**src/rtl/rnfc_pkg.sv**
```systemverilog
package rnfc_pkg;
  typedef enum logic [2:0] {
    ST_IDLE    = 3'd0,
    ST_RUN     = 3'd1,
    ST_BLOCK   = 3'd2,
    ST_UNBLK   = 3'd3,
    ST_SQUASH  = 3'd4,
    ST_BARRIER = 3'd5
  } rn_state_e;
endpackage

```
**src/rtl/rnfc_credit.sv**
```systemverilog
module rnfc_credit #(
  parameter int W   = 4,
  parameter int DLY = 2,
  parameter int CW  = 6
) (
  input  logic [CW-1:0]        rob_free,
  input  logic [CW-1:0]        iq_free,
  input  logic [CW-1:0]        preg_free,
  input  logic                 iew_stall,
  input  logic                 cmt_stall,
  output logic signed [CW+1:0] room,
  output logic                 go,
  output logic                 resume_ok
);
  localparam logic signed [CW+1:0] DISCOUNT = (CW+2)'(W * DLY);

  logic signed [CW+1:0] rob_use, iq_use;

  always_comb begin
    rob_use   = $signed({2'b00, rob_free}) - DISCOUNT;
    iq_use    = $signed({2'b00, iq_free}) - DISCOUNT;
    room      = (rob_use < iq_use) ? rob_use : iq_use;
    go        = !iew_stall && !cmt_stall && (room > 0);
    resume_ok = go && (rob_use > 0) && (iq_use > 0) && (preg_free != '0);
  end
endmodule

```
**src/rtl/rnfc_skid.sv**
```systemverilog
module rnfc_skid #(
  parameter int DEPTH = 4,
  parameter int EW    = 15
) (
  input  logic          clk,
  input  logic          rst_n,
  input  logic          clr,
  input  logic          push,
  input  logic          pop,
  input  logic [EW-1:0] din,
  output logic [EW-1:0] dout,
  output logic          empty,
  output logic [$clog2(DEPTH+1)-1:0] count
);
  localparam int PW = (DEPTH > 1) ? $clog2(DEPTH) : 1;
  localparam int KW = $clog2(DEPTH+1);

  logic [EW-1:0] mem [DEPTH];
  logic [PW-1:0] rd_ptr, wr_ptr;

  function automatic logic [PW-1:0] bump(input logic [PW-1:0] p);
    return (p == PW'(DEPTH-1)) ? '0 : p + 1'b1;
  endfunction

  always_ff @(posedge clk or negedge rst_n) begin
    if (!rst_n) begin
      rd_ptr <= '0;
      wr_ptr <= '0;
      count  <= '0;
    end else if (clr) begin
      rd_ptr <= '0;
      wr_ptr <= '0;
      count  <= '0;
    end else begin
      if (push) wr_ptr <= bump(wr_ptr);
      if (pop)  rd_ptr <= bump(rd_ptr);
      count <= count + KW'(push) - KW'(pop);
    end
  end

  always_ff @(posedge clk) begin
    if (push && !clr) mem[wr_ptr] <= din;
  end

  assign dout  = mem[rd_ptr];
  assign empty = (count == '0);

  AST_SKID_NO_OVERFLOW: assert property (@(posedge clk) disable iff (!rst_n)
    (push && !pop && !clr) |-> (count < KW'(DEPTH)));
  AST_SKID_NO_UNDERFLOW: assert property (@(posedge clk) disable iff (!rst_n)
    (pop && !clr) |-> (count != '0));
  AST_SKID_CLEARED: assert property (@(posedge clk) disable iff (!rst_n)
    clr |=> (count == '0));
endmodule

```
**src/rtl/rnfc_group.sv**
```systemverilog
module rnfc_group #(
  parameter int W  = 4,
  parameter int CW = 6,
  parameter int NW = 3
) (
  input  logic                 clk,
  input  logic                 rst_n,
  input  logic [NW-1:0]        start,
  input  logic [NW-1:0]        avail,
  input  logic signed [CW+1:0] room,
  input  logic                 go,
  input  logic [W-1:0]         sq,
  input  logic [W-1:0]         ser,
  input  logic [W-1:0]         dst,
  input  logic [CW-1:0]        preg_free,
  output logic [W-1:0]         fwd,
  output logic [NW-1:0]        taken,
  output logic [NW-1:0]        alloc,
  output logic                 blk,
  output logic                 bar
);
  always_comb begin
    int st, av, lim, tk, regs, rm;
    logic stop;
    st   = int'(start);
    av   = int'(avail);
    rm   = int'(room);
    lim  = (rm < av) ? rm : av;
    tk   = 0;
    regs = 0;
    stop = 1'b0;
    fwd  = '0;
    blk  = 1'b0;
    bar  = 1'b0;
    if (av > 0 && !go) begin
      blk = 1'b1;
    end else if (av > 0) begin
      blk = (rm < av);
      for (int s = 0; s < W; s++) begin
        if (!stop && s >= st && s < st + av && tk < lim) begin
          if (sq[s]) begin
            tk = tk + 1;
          end else if (dst[s] && (regs + 1 > int'(preg_free))) begin
            blk  = 1'b1;
            stop = 1'b1;
          end else begin
            fwd[s] = 1'b1;
            tk     = tk + 1;
            regs   = regs + int'(dst[s]);
            if (ser[s]) begin
              bar  = 1'b1;
              blk  = 1'b1;
              stop = 1'b1;
            end
          end
        end
      end
    end
    taken = NW'(tk);
    alloc = NW'(regs);
  end

  AST_NO_SQUASHED_ISSUE: assert property (@(posedge clk) disable iff (!rst_n)
    ((fwd & sq) == '0));
  AST_ISSUE_WITHIN_ROOM: assert property (@(posedge clk) disable iff (!rst_n)
    (fwd != '0) |-> ($countones(fwd) <= int'(room)));
  AST_ALLOC_FITS: assert property (@(posedge clk) disable iff (!rst_n)
    ({{(CW-NW+1){1'b0}}, alloc} <= {1'b0, preg_free}));
endmodule

```
**src/rtl/rename_flow_ctl.sv**
```systemverilog
module rename_flow_ctl #(
  parameter int W   = 4,
  parameter int DLY = 2,
  parameter int CW  = 6,
  localparam int NW = $clog2(W+1)
) (
  input  logic          clk,
  input  logic          rst_n,
  input  logic          grp_valid,
  input  logic [NW-1:0] grp_cnt,
  input  logic [W-1:0]  grp_sq,
  input  logic [W-1:0]  grp_ser,
  input  logic [W-1:0]  grp_dst,
  input  logic [CW-1:0] rob_free,
  input  logic [CW-1:0] iq_free,
  input  logic [CW-1:0] preg_free,
  input  logic          iew_stall,
  input  logic          cmt_stall,
  input  logic          rob_drained,
  input  logic          squash,
  output logic          iss_valid,
  output logic [W-1:0]  iss_mask,
  output logic [NW-1:0] reg_alloc,
  output logic          dec_stall
);
  import rnfc_pkg::*;

  localparam int DEPTH = DLY + 2;
  localparam int EW    = NW + 3*W;
  localparam int KW    = $clog2(DEPTH+1);

  rn_state_e st_q, st_n;
  logic [NW-1:0] idx_q, idx_n;

  logic signed [CW+1:0] room;
  logic go, resume_ok;
  logic sk_push, sk_pop, sk_clr, sk_empty;
  logic [EW-1:0] sk_din, sk_dout;
  logic [KW-1:0] sk_count;

  logic in_ne, from_skid, active, held;
  logic [NW-1:0] g_cnt, g_start, g_avail, g_taken, g_alloc;
  logic [W-1:0]  g_sq, g_ser, g_dst, g_fwd;
  logic g_blk, g_bar;

  rnfc_credit #(.W(W), .DLY(DLY), .CW(CW)) u_credit (
    .rob_free(rob_free), .iq_free(iq_free), .preg_free(preg_free),
    .iew_stall(iew_stall), .cmt_stall(cmt_stall),
    .room(room), .go(go), .resume_ok(resume_ok)
  );

  rnfc_skid #(.DEPTH(DEPTH), .EW(EW)) u_skid (
    .clk(clk), .rst_n(rst_n), .clr(sk_clr), .push(sk_push), .pop(sk_pop),
    .din(sk_din), .dout(sk_dout), .empty(sk_empty), .count(sk_count)
  );

  rnfc_group #(.W(W), .CW(CW), .NW(NW)) u_group (
    .clk(clk), .rst_n(rst_n), .start(g_start), .avail(g_avail), .room(room),
    .go(go), .sq(g_sq), .ser(g_ser), .dst(g_dst), .preg_free(preg_free),
    .fwd(g_fwd), .taken(g_taken), .alloc(g_alloc), .blk(g_blk), .bar(g_bar)
  );

  assign sk_din    = {grp_cnt, grp_sq, grp_ser, grp_dst};
  assign in_ne     = grp_valid && (grp_cnt != '0);
  assign from_skid = (st_q == ST_UNBLK);
  assign held      = (st_q == ST_BLOCK) || (st_q == ST_BARRIER) || (st_q == ST_UNBLK);

  always_comb begin
    if (from_skid) begin
      {g_cnt, g_sq, g_ser, g_dst} = sk_dout;
      g_start = idx_q;
      g_avail = sk_empty ? '0 : (g_cnt - idx_q);
    end else begin
      g_cnt   = grp_cnt;
      g_sq    = grp_sq;
      g_ser   = grp_ser;
      g_dst   = grp_dst;
      g_start = '0;
      g_avail = in_ne ? grp_cnt : '0;
    end
  end

  assign active = !squash && (from_skid ||
                  (((st_q == ST_IDLE) || (st_q == ST_RUN) || (st_q == ST_SQUASH)) && in_ne));

  always_comb begin
    st_n    = st_q;
    idx_n   = idx_q;
    sk_push = 1'b0;
    sk_pop  = 1'b0;
    sk_clr  = 1'b0;
    if (squash) begin
      st_n   = ST_SQUASH;
      idx_n  = '0;
      sk_clr = 1'b1;
    end else begin
      unique case (st_q)
        ST_BLOCK, ST_BARRIER: begin
          sk_push = in_ne;
          if (resume_ok && (st_q == ST_BLOCK || rob_drained)) st_n = ST_UNBLK;
        end
        ST_UNBLK: begin
          sk_push = in_ne;
          if (g_blk) begin
            st_n  = g_bar ? ST_BARRIER : ST_BLOCK;
            idx_n = idx_q + g_taken;
          end else begin
            sk_pop = !sk_empty;
            idx_n  = '0;
            st_n   = ((int'(sk_count) - int'(sk_pop) + int'(sk_push)) != 0) ? ST_UNBLK : ST_RUN;
          end
        end
        default: begin
          if (in_ne) begin
            if (g_blk) begin
              sk_push = 1'b1;
              st_n    = g_bar ? ST_BARRIER : ST_BLOCK;
              idx_n   = g_taken;
            end else begin
              st_n  = ST_RUN;
              idx_n = '0;
            end
          end else begin
            st_n = ST_IDLE;
          end
        end
      endcase
    end
  end

  always_ff @(posedge clk or negedge rst_n) begin
    if (!rst_n) begin
      st_q  <= ST_IDLE;
      idx_q <= '0;
    end else begin
      st_q  <= st_n;
      idx_q <= idx_n;
    end
  end

  assign iss_mask  = active ? g_fwd : '0;
  assign iss_valid = (iss_mask != '0);
  assign reg_alloc = active ? g_alloc : '0;
  assign dec_stall = !squash && (held || (active && g_blk));

  AST_SQUASH_QUIET: assert property (@(posedge clk) disable iff (!rst_n)
    squash |-> (!iss_valid && !dec_stall));
  AST_BLOCK_RAISES_STALL: assert property (@(posedge clk) disable iff (!rst_n || squash)
    (active && g_blk) |=> dec_stall);
  AST_BARRIER_WAITS_DRAIN: assert property (@(posedge clk) disable iff (!rst_n)
    (st_q == ST_BARRIER && !rob_drained && !squash) |=> (st_q == ST_BARRIER));
  AST_RESUME_INSIDE_GROUP: assert property (@(posedge clk) disable iff (!rst_n)
    (from_skid && !sk_empty) |-> (idx_q <= g_cnt));
endmodule

```
**config.mk**
```make
export PLATFORM = sky130hd
export DESIGN_NAME = rename_flow_ctl
export DESIGN_NICKNAME = d
export VERILOG_FILES = /design/src/rtl/rnfc_pkg.sv /design/src/rtl/rnfc_credit.sv /design/src/rtl/rnfc_skid.sv /design/src/rtl/rnfc_group.sv /design/src/rtl/rename_flow_ctl.sv
export SDC_FILE = /design/constraint.sdc
export NUM_CORES = 1
export LEC_CHECK = 0
export ABC_AREA = 1
export ABC_CLOCK_PERIOD_IN_PS = 13160
export BUFFER_PORTS_ARGS = -buffer_cell sky130_fd_sc_hd__buf_4
export CAP_MARGIN = 20
export CELL_PAD_IN_SITES_DETAIL_PLACEMENT = 0
export CELL_PAD_IN_SITES_GLOBAL_PLACEMENT = 1
export CORE_MARGIN = 5
export CORE_UTILIZATION = 45
export DETAILED_ROUTE_END_ITERATION = 7
export PLACE_DENSITY = 0.85
export SLEW_MARGIN = 20
export SYNTH_ARGS = -nofsm -noshare
export SYNTH_HDL_FRONTEND = slang
export SYNTH_SLANG_ARGS = --single-unit
```
**constraint.sdc**
```tcl
create_clock -name clk -period 13.16 [get_ports clk]
set_input_delay 2.632 -clock clk [delete_from_list [all_inputs] [get_ports clk]]
set_output_delay 2.632 -clock clk [all_outputs]
set_load 0.005 [all_outputs]
```
After elaboration in Yosys (flattened, before gate mapping)
Memories as Yosys holds them, arrays and structs flattened. Index checks and enable logic that the tools add are counted.

Register bits: 13. RAM bits: 60. Logic and storage cells: 261. Memories: 1.

$add $sub $neg: 20. Order comparisons: 22. Equality and inequality tests: 9. Multiplexer cells: 148. Reductions and logical operators: 56.

Memory list: u_skid.mem (words 4, bits a word 15, rd ports 1, clocked after memory_dff 0, wr ports 1, RTL line rnfc_skid.sv:18) `logic [EW-1:0] mem [DEPTH];`.

Operators by type and width (number): 32-bit 2-to-1 mux (29); 32-bit by 2-bit adder with 32-bit output, second input constant (5); 32-bit by 7-bit > comparator with 1-bit output (3); 32-bit < comparator (3); 3-bit 2-to-1 mux (26); 1-bit 2-to-1 mux (77); 32-bit by 2-bit adder with 32-bit output (2); 1-bit by 32-bit < comparator with 1-bit output, first input constant (2); 3-bit by 32-bit < comparator with 1-bit output, first input constant (2); 2-bit by 32-bit < comparator with 1-bit output, first input constant (1); 32-bit nonzero test (1); 1-bit logical AND (28); 4-bit 2-to-1 mux (6); 7-bit by 1-bit > comparator with 1-bit output, second input constant (2); 2-bit 2-to-1 mux (7); 6-bit by 4-bit subtractor with 7-bit output, second input constant (2); 3-bit one-hot mux with 2 select lines (2); 1-bit logical NOT (9); 8-bit by 1-bit > comparator with 1-bit output, second input constant (1); 8-bit by 4-bit < comparator with 1-bit output (1); 8-bit 2-to-1 mux (1); 1-bit logical OR (7); 7-bit < comparator (1); 3-bit by 2-bit == test with 1-bit output, second input constant (2); other kinds (27) (35).

Logic depth before layout (Yosys ltp)
Depth after elaboration: 42. Mapped depth: 67. Mapped depth without buffers: 66.

Cells and area by module
Synthesis repeated with hierarchy kept, for this count alone.

Cell total of the unflattened synthesis: 749. Area, all modules: 5863.1 µm².

Modules (own cells, without submodules): rnfc_skid (times used 1, cells an instance 229, area each 2889.0 µm², seq. area each 1976.9 µm²); rnfc_group (times used 1, cells an instance 251, area each 1483.9 µm², seq. area each 0.0 µm²); rename_flow_ctl (times used 1, cells an instance 180, area each 1009.7 µm², seq. area each 150.1 µm²); rnfc_credit (times used 1, cells an instance 89, area each 480.5 µm², seq. area each 0.0 µm²).

Least setup slack after synthesis
Ideal clock, no wire load.

Path kind: input to output. From: input port rob_free[3]. To: output port dec_stall. Arrival time: 9.944 ns. Required time: 10.528 ns. Path slack: 0.584 ns. Stages on the path: 52. Cells stage by stage: inv_1 > ha_1 > xor2_1 > ha_1 > nand2_1 > inv_1 > a21oi_1 > nand2_1 > nand2_1 > nand3_1 > nand2_1 > inv_1 > ha_1 > o211ai_1 > nand3b_1 > ha_1 > inv_1 > nand3_1 > [... 16 more ...] > nor4_1 > inv_1 > nand2_1 > inv_1 > nand2_1 > inv_1 > o21ai_0 > inv_1 > ha_1 > xnor2_1 > ha_1 > a41oi_1 > nand3_1 > a21oi_1 > nand3_2 > nand2_2 > nand2_4 > a22oi_1.

Cells in the longest elaborated chain, start to end: 37. Elaborated cells between the ends (all ways): 101. Those cells by class: add/sub: 8; order compare: 10; mux: 61; reduce/logical: 22.

Ends and longest elaborated chain: start: declaration (RTL line rename_flow_ctl.sv:14) `input logic [CW-1:0] rob_free,`; 6-bit by 4-bit subtractor with 7-bit output * (RTL line rnfc_credit.sv:20) `rob_use = $signed({2'b00, rob_free}) - DISCOUNT;`; 7-bit < comparator (RTL line rnfc_credit.sv:22) `room = (rob_use < iq_use) ? rob_use : iq_use;`; 8-bit 2-to-1 mux * (RTL line rnfc_credit.sv:22); 8-bit by 4-bit < comparator with 1-bit output (RTL line rnfc_group.sv:28, rnfc_group.sv:38); 32-bit 2-to-1 mux (RTL line rnfc_group.sv:28) `lim = (rm < av) ? rm : av;`; 1-bit by 32-bit < comparator with 1-bit output (RTL line rnfc_group.sv:40) `if (!stop && s >= st && s < st + av && tk < lim) begin`; 1-bit logical AND (RTL line rnfc_group.sv:40); 32-bit 2-to-1 mux (RTL line rnfc_group.sv:40); [... 21 more ...]; 1-bit 2-to-1 mux (RTL line rnfc_group.sv:43) `end else if (dst[s] && (regs + 1 > int'(preg_free))) begin`; 1-bit 2-to-1 mux (RTL line rnfc_group.sv:41) `if (sq[s]) begin`; 1-bit 2-to-1 mux (RTL line rnfc_group.sv:40); 1-bit 2-to-1 mux (RTL line rnfc_group.sv:37) `end else if (av > 0) begin`; 1-bit 2-to-1 mux * (RTL line rnfc_group.sv:35) `if (av > 0 && !go) begin`; 1-bit logical AND * (RTL line rename_flow_ctl.sv:144) `assign dec_stall = !squash && (held || (active && g_blk));`; 1-bit logical OR * (RTL line rename_flow_ctl.sv:144); 1-bit logical AND * (RTL line rename_flow_ctl.sv:144); end: declaration (RTL line rename_flow_ctl.sv:24) `output logic dec_stall`.

Every way passes the cells marked *; elsewhere a longest branch is shown, timed or not. The select of a mux whose other input is x is not followed.

Final worst setup path
From: input port iq_free[3]. To: output port reg_alloc[1].

Cells in the longest elaborated chain, start to end: 35. Elaborated cells between the ends (all ways): 87. Those cells by class: add/sub: 9; order compare: 10; mux: 49; reduce/logical: 19.

Ends and longest elaborated chain: start: declaration (RTL line rename_flow_ctl.sv:15) `input logic [CW-1:0] iq_free,`; 6-bit by 4-bit subtractor with 7-bit output * (RTL line rnfc_credit.sv:21) `iq_use = $signed({2'b00, iq_free}) - DISCOUNT;`; 7-bit < comparator (RTL line rnfc_credit.sv:22); 8-bit 2-to-1 mux * (RTL line rnfc_credit.sv:22); 8-bit by 4-bit < comparator with 1-bit output (RTL line rnfc_group.sv:28); 32-bit 2-to-1 mux (RTL line rnfc_group.sv:28); 1-bit by 32-bit < comparator with 1-bit output (RTL line rnfc_group.sv:40); 1-bit logical AND (RTL line rnfc_group.sv:40); 32-bit 2-to-1 mux (RTL line rnfc_group.sv:40); [... 19 more ...]; 32-bit by 7-bit > comparator with 1-bit output (RTL line rnfc_group.sv:43); 1-bit logical AND (RTL line rnfc_group.sv:43); 3-bit 2-to-1 mux (RTL line rnfc_group.sv:43); 3-bit 2-to-1 mux (RTL line rnfc_group.sv:41); 3-bit 2-to-1 mux (RTL line rnfc_group.sv:40); 3-bit 2-to-1 mux (RTL line rnfc_group.sv:37); 3-bit 2-to-1 mux * (RTL line rnfc_group.sv:35); 3-bit 2-to-1 mux * (RTL line rename_flow_ctl.sv:143) `assign reg_alloc = active ? g_alloc : '0;`; end: declaration (RTL line rename_flow_ctl.sv:23) `output logic [NW-1:0] reg_alloc,`.

Marked as above.

==> results.toml <==
[sta]
fin_ws_ps = 383.6
slew_viol_final = 0
min_period_over_period = 0.9709
layout_min_cycle_time_ps = 12780
relSlewSlack = 0.2815
finalSetupViolCount = 0
worst_clock_skew_ps = 7.216
tightest_slew_ps = 1068
max_freq_mhz = 78.27
setup-tns-final_ps = 0
finalHoldViolations = 0

[yosys]
synthArstFlopShare = 0.1781
synth_seq_area_share = 0.3972
synth_area_sq_mm = 0.005355
ys_warn_count = 0
synth_cells = 656
ys_types = 54
synth.avg_cell_area_sq_um = 8.163
synth_edf_count = 60
synth_nets = 749
synthFlopType = "edfxtp_1"
ys_ff_latch = 73

[pwr]
p_leak_nw = 3.057
peakVddDrop_mv = 0.05833
p_per_area_mw_per_mm2 = 124.5

[worst_hold_path]
worstHoldStart = "idx_q[1]"
min_to = "idx_q[1]"
hold_depth = 2
min_path_type = "flip-flop to flip-flop"

[setup_path]
crit_type = "input pin to primary output"
required_ps = 10530
crit_arrival_ps = 10140
cp-start-kind = "input pin"
timing.rr.start = "u_skid.rd_ptr[1]"
max_stage_delay_ps = 330
cp_slowest_cell = "ha_1"
timing.reg2reg.setup_slack_ps = 3510
critPathTopFamily = "simple AND/OR/NAND/NOR gates"
reg2reg_to = "idx_q[2]"
cpMostUsedCell = "nand2_1"
end_kind = "primary output"
rr_worst_depth = 61
critPathMaxFanout = 8
crit_buf_inv = 10

[cells_and_area]
area_delta_synth_final_pct = 22.80
drive_gt1_frac = 0.2338
fin_util = 0.5686
diodes = 0
nets = 828

[clocking]
cts_buffer_depth = 2
postCtsHoldBufs = 0
cts_sinks = 73
cts_tree = "built"
cts_root_buffer = "clkbuf_16"
clk_latency_ps = 330
path_clk_slew_ps = 60
cts_max_level = 3
cts_made_buffers = 9

[floorplanning]
die_height_um = 119.1
core.rowCount = 39
core_area_sq_mm = 0.01156
die_width_um = 119.1
ios = 49
initial_core_util = 0.4631
dieArea_sq_mm = 0.01418

[routing]
wirelength_mm = 12.96
drt-initial-drc-count = 282
wl_per_cell_um = 14.67
vias_per_cell = 5.250
drcViolationCount = 0
vias = 4636
antenna_left = 0
dr.pass1.iters = 5

[place]
dp_hpwl_mm = 9.616
pre_cts_slack_ps = -298.1
io_buffers = 48
gp_congestion = 0.8550

[global_route]
grt_pass1_vias = 4524
grt_pass1_wl_mm = 20.86
antenna_found_initial = 0
grt-ovfl-total = 0
grt_usage = 0.1796
grt_max_degree = 33

[flow_run]
maxCapViolations = 0

[outcome]
status = "complete, no violations"
## tightest hold or removal path: stages, from the launching register on
cell and delay [ps]:
dfrtp_1 340, nand2_1 50, nand2_1 60
## flip-flops by register name, indices dropped and copies added, names as in the netlist
| name | cells |
|---|---|
| u_skid.mem | 60 |
| u_skid.rd_ptr | 2 |
| idx_q | 3 |
| u_skid.wr_ptr | 2 |
| u_skid.count | 3 |
| st_q | 3 |
## cell families (layout without fill, tap and decap cells)
family          after synthesis  in the layout  synth area share
xor+xnor                      8              8           0.01308
flops                        73             73            0.3972
compound gates              102            102            0.1145
mux                           3              3          0.005841
buf+inv                     118            202           0.08318
fa+ha+maj                    53             53            0.1294
simple gates                299            299            0.2568
## through the flow
stage               power [mW]  instances  hold slack [ps]  area [sq um]
finish                  0.8185        883            484.3          6576
global route            0.8755        883            549.0          6576
CTS                     0.7935        872            484.4          6292
detailed placement      0.5671        852            471.3          5974
global placement        0.5620        852            465.3          5974
floorplan               0.4889        656            449.1          5355
## synthesized netlist by cell type, types with 4 or more instances
| cell type | count | area, sq um |
|---|---|---|
| o211ai_1 | 6 | 45.04 |
| nand3_2 | 6 | 60.06 |
| xor2_1 | 4 | 35.03 |
| or2_2 | 4 | 25.02 |
| nand2_2 | 8 | 50.05 |
| fa_1 | 4 | 80.08 |
| dfrtp_1 | 13 | 325.3 |
| inv_2 | 6 | 22.52 |
| ha_1 | 49 | 613.1 |
| inv_1 | 100 | 375.4 |
| o21ai_0 | 38 | 190.2 |
| o21ai_1 | 7 | 35.03 |
| a21oi_1 | 18 | 90.09 |
| nor3_1 | 11 | 55.05 |
| nor2_2 | 4 | 25.02 |
| edfxtp_1 | 60 | 1802 |
| nand3_1 | 38 | 190.2 |
| clkbuf_1 | 8 | 30.03 |
| o22ai_1 | 10 | 62.56 |
| xnor2_1 | 4 | 35.03 |
| nand2_1 | 139 | 521.8 |
| nor2_1 | 68 | 255.2 |
## area by class of cell
cell class                 instances  area [sq um]
clock buffer                       9         225.2
clock inverter                     7         52.55
tap                              143         178.9
multi-input combinational        465          2988
fill                            1022          4989
inverter                         106         400.4
timing repair buffer              80         604.3
sequential                        73          2127
## repair_timing
item / CTS / global route
setup endpoints to repair: 6 / 6
pin swaps: 3 / 24
resized for setup: 5 / 40
buffers inserted: 4 / 11
## cell usage in the layout (no fill, tap or decap), drive strengths merged, types with 2 or more instances in the layout
master	synthesis	routed
xnor2	4	4
nor3	13	13
o22ai	11	11
and2	3	3
xor2	4	4
dfrtp	13	13
clkinv	0	2
a41oi	2	2
mux2i	2	2
o21ai	46	46
nor4	3	3
nand4	4	4
o31ai	3	3
nor2	73	73
o21a	2	2
or2	5	5
fa	4	4
edfxtp	60	60
clkbuf	8	9
nand2	150	150
ha	49	49
clkinvlp	0	3
a31oi	2	2
buf	4	80
nand3b	2	2
a211oi	2	2
nand3	44	44
a21oi	19	19
a32o	2	2
inv	106	108
o211ai	6	6
## where the power goes
part / internal [mW] / switching, mW / leakage [nW] / total [mW]
combinational: 0.126 / 0.195 / 2.21 / 0.321
sequential: 0.268 / 0.00955 / 0.719 / 0.277
clock: 0.128 / 0.0925 / 0.126 / 0.221
total: 0.522 / 0.297 / 3.06 / 0.818
## how the worst max path moves through the flow
stage / start / slack [ps] / end / cells past startpoint
floorplan: rob_free[3] / 580 / dec_stall / 52
global placement: iq_free[3] / -20 / reg_alloc[2] / 56
detailed placement: iq_free[3] / -300 / reg_alloc[2] / 56
CTS: iq_free[3] / 20 / reg_alloc[2] / 56
global route: rob_free[3] / -170 / reg_alloc[1] / 54
finish: iq_free[3] / 380 / reg_alloc[1] / 53
## per-layer routing
metal  wire length [um]  share of wire  vias to the layer above  GRT usage
met1               5711           0.44                     2136     0.2304
li1                   -              -                     2360          -
met2               6348           0.49                      126     0.3094
met5                  0              0                        -          0
met3                717          0.055                       14    0.02938
met4                180          0.014                        0    0.05865
(Power assumes the default switching activity.)
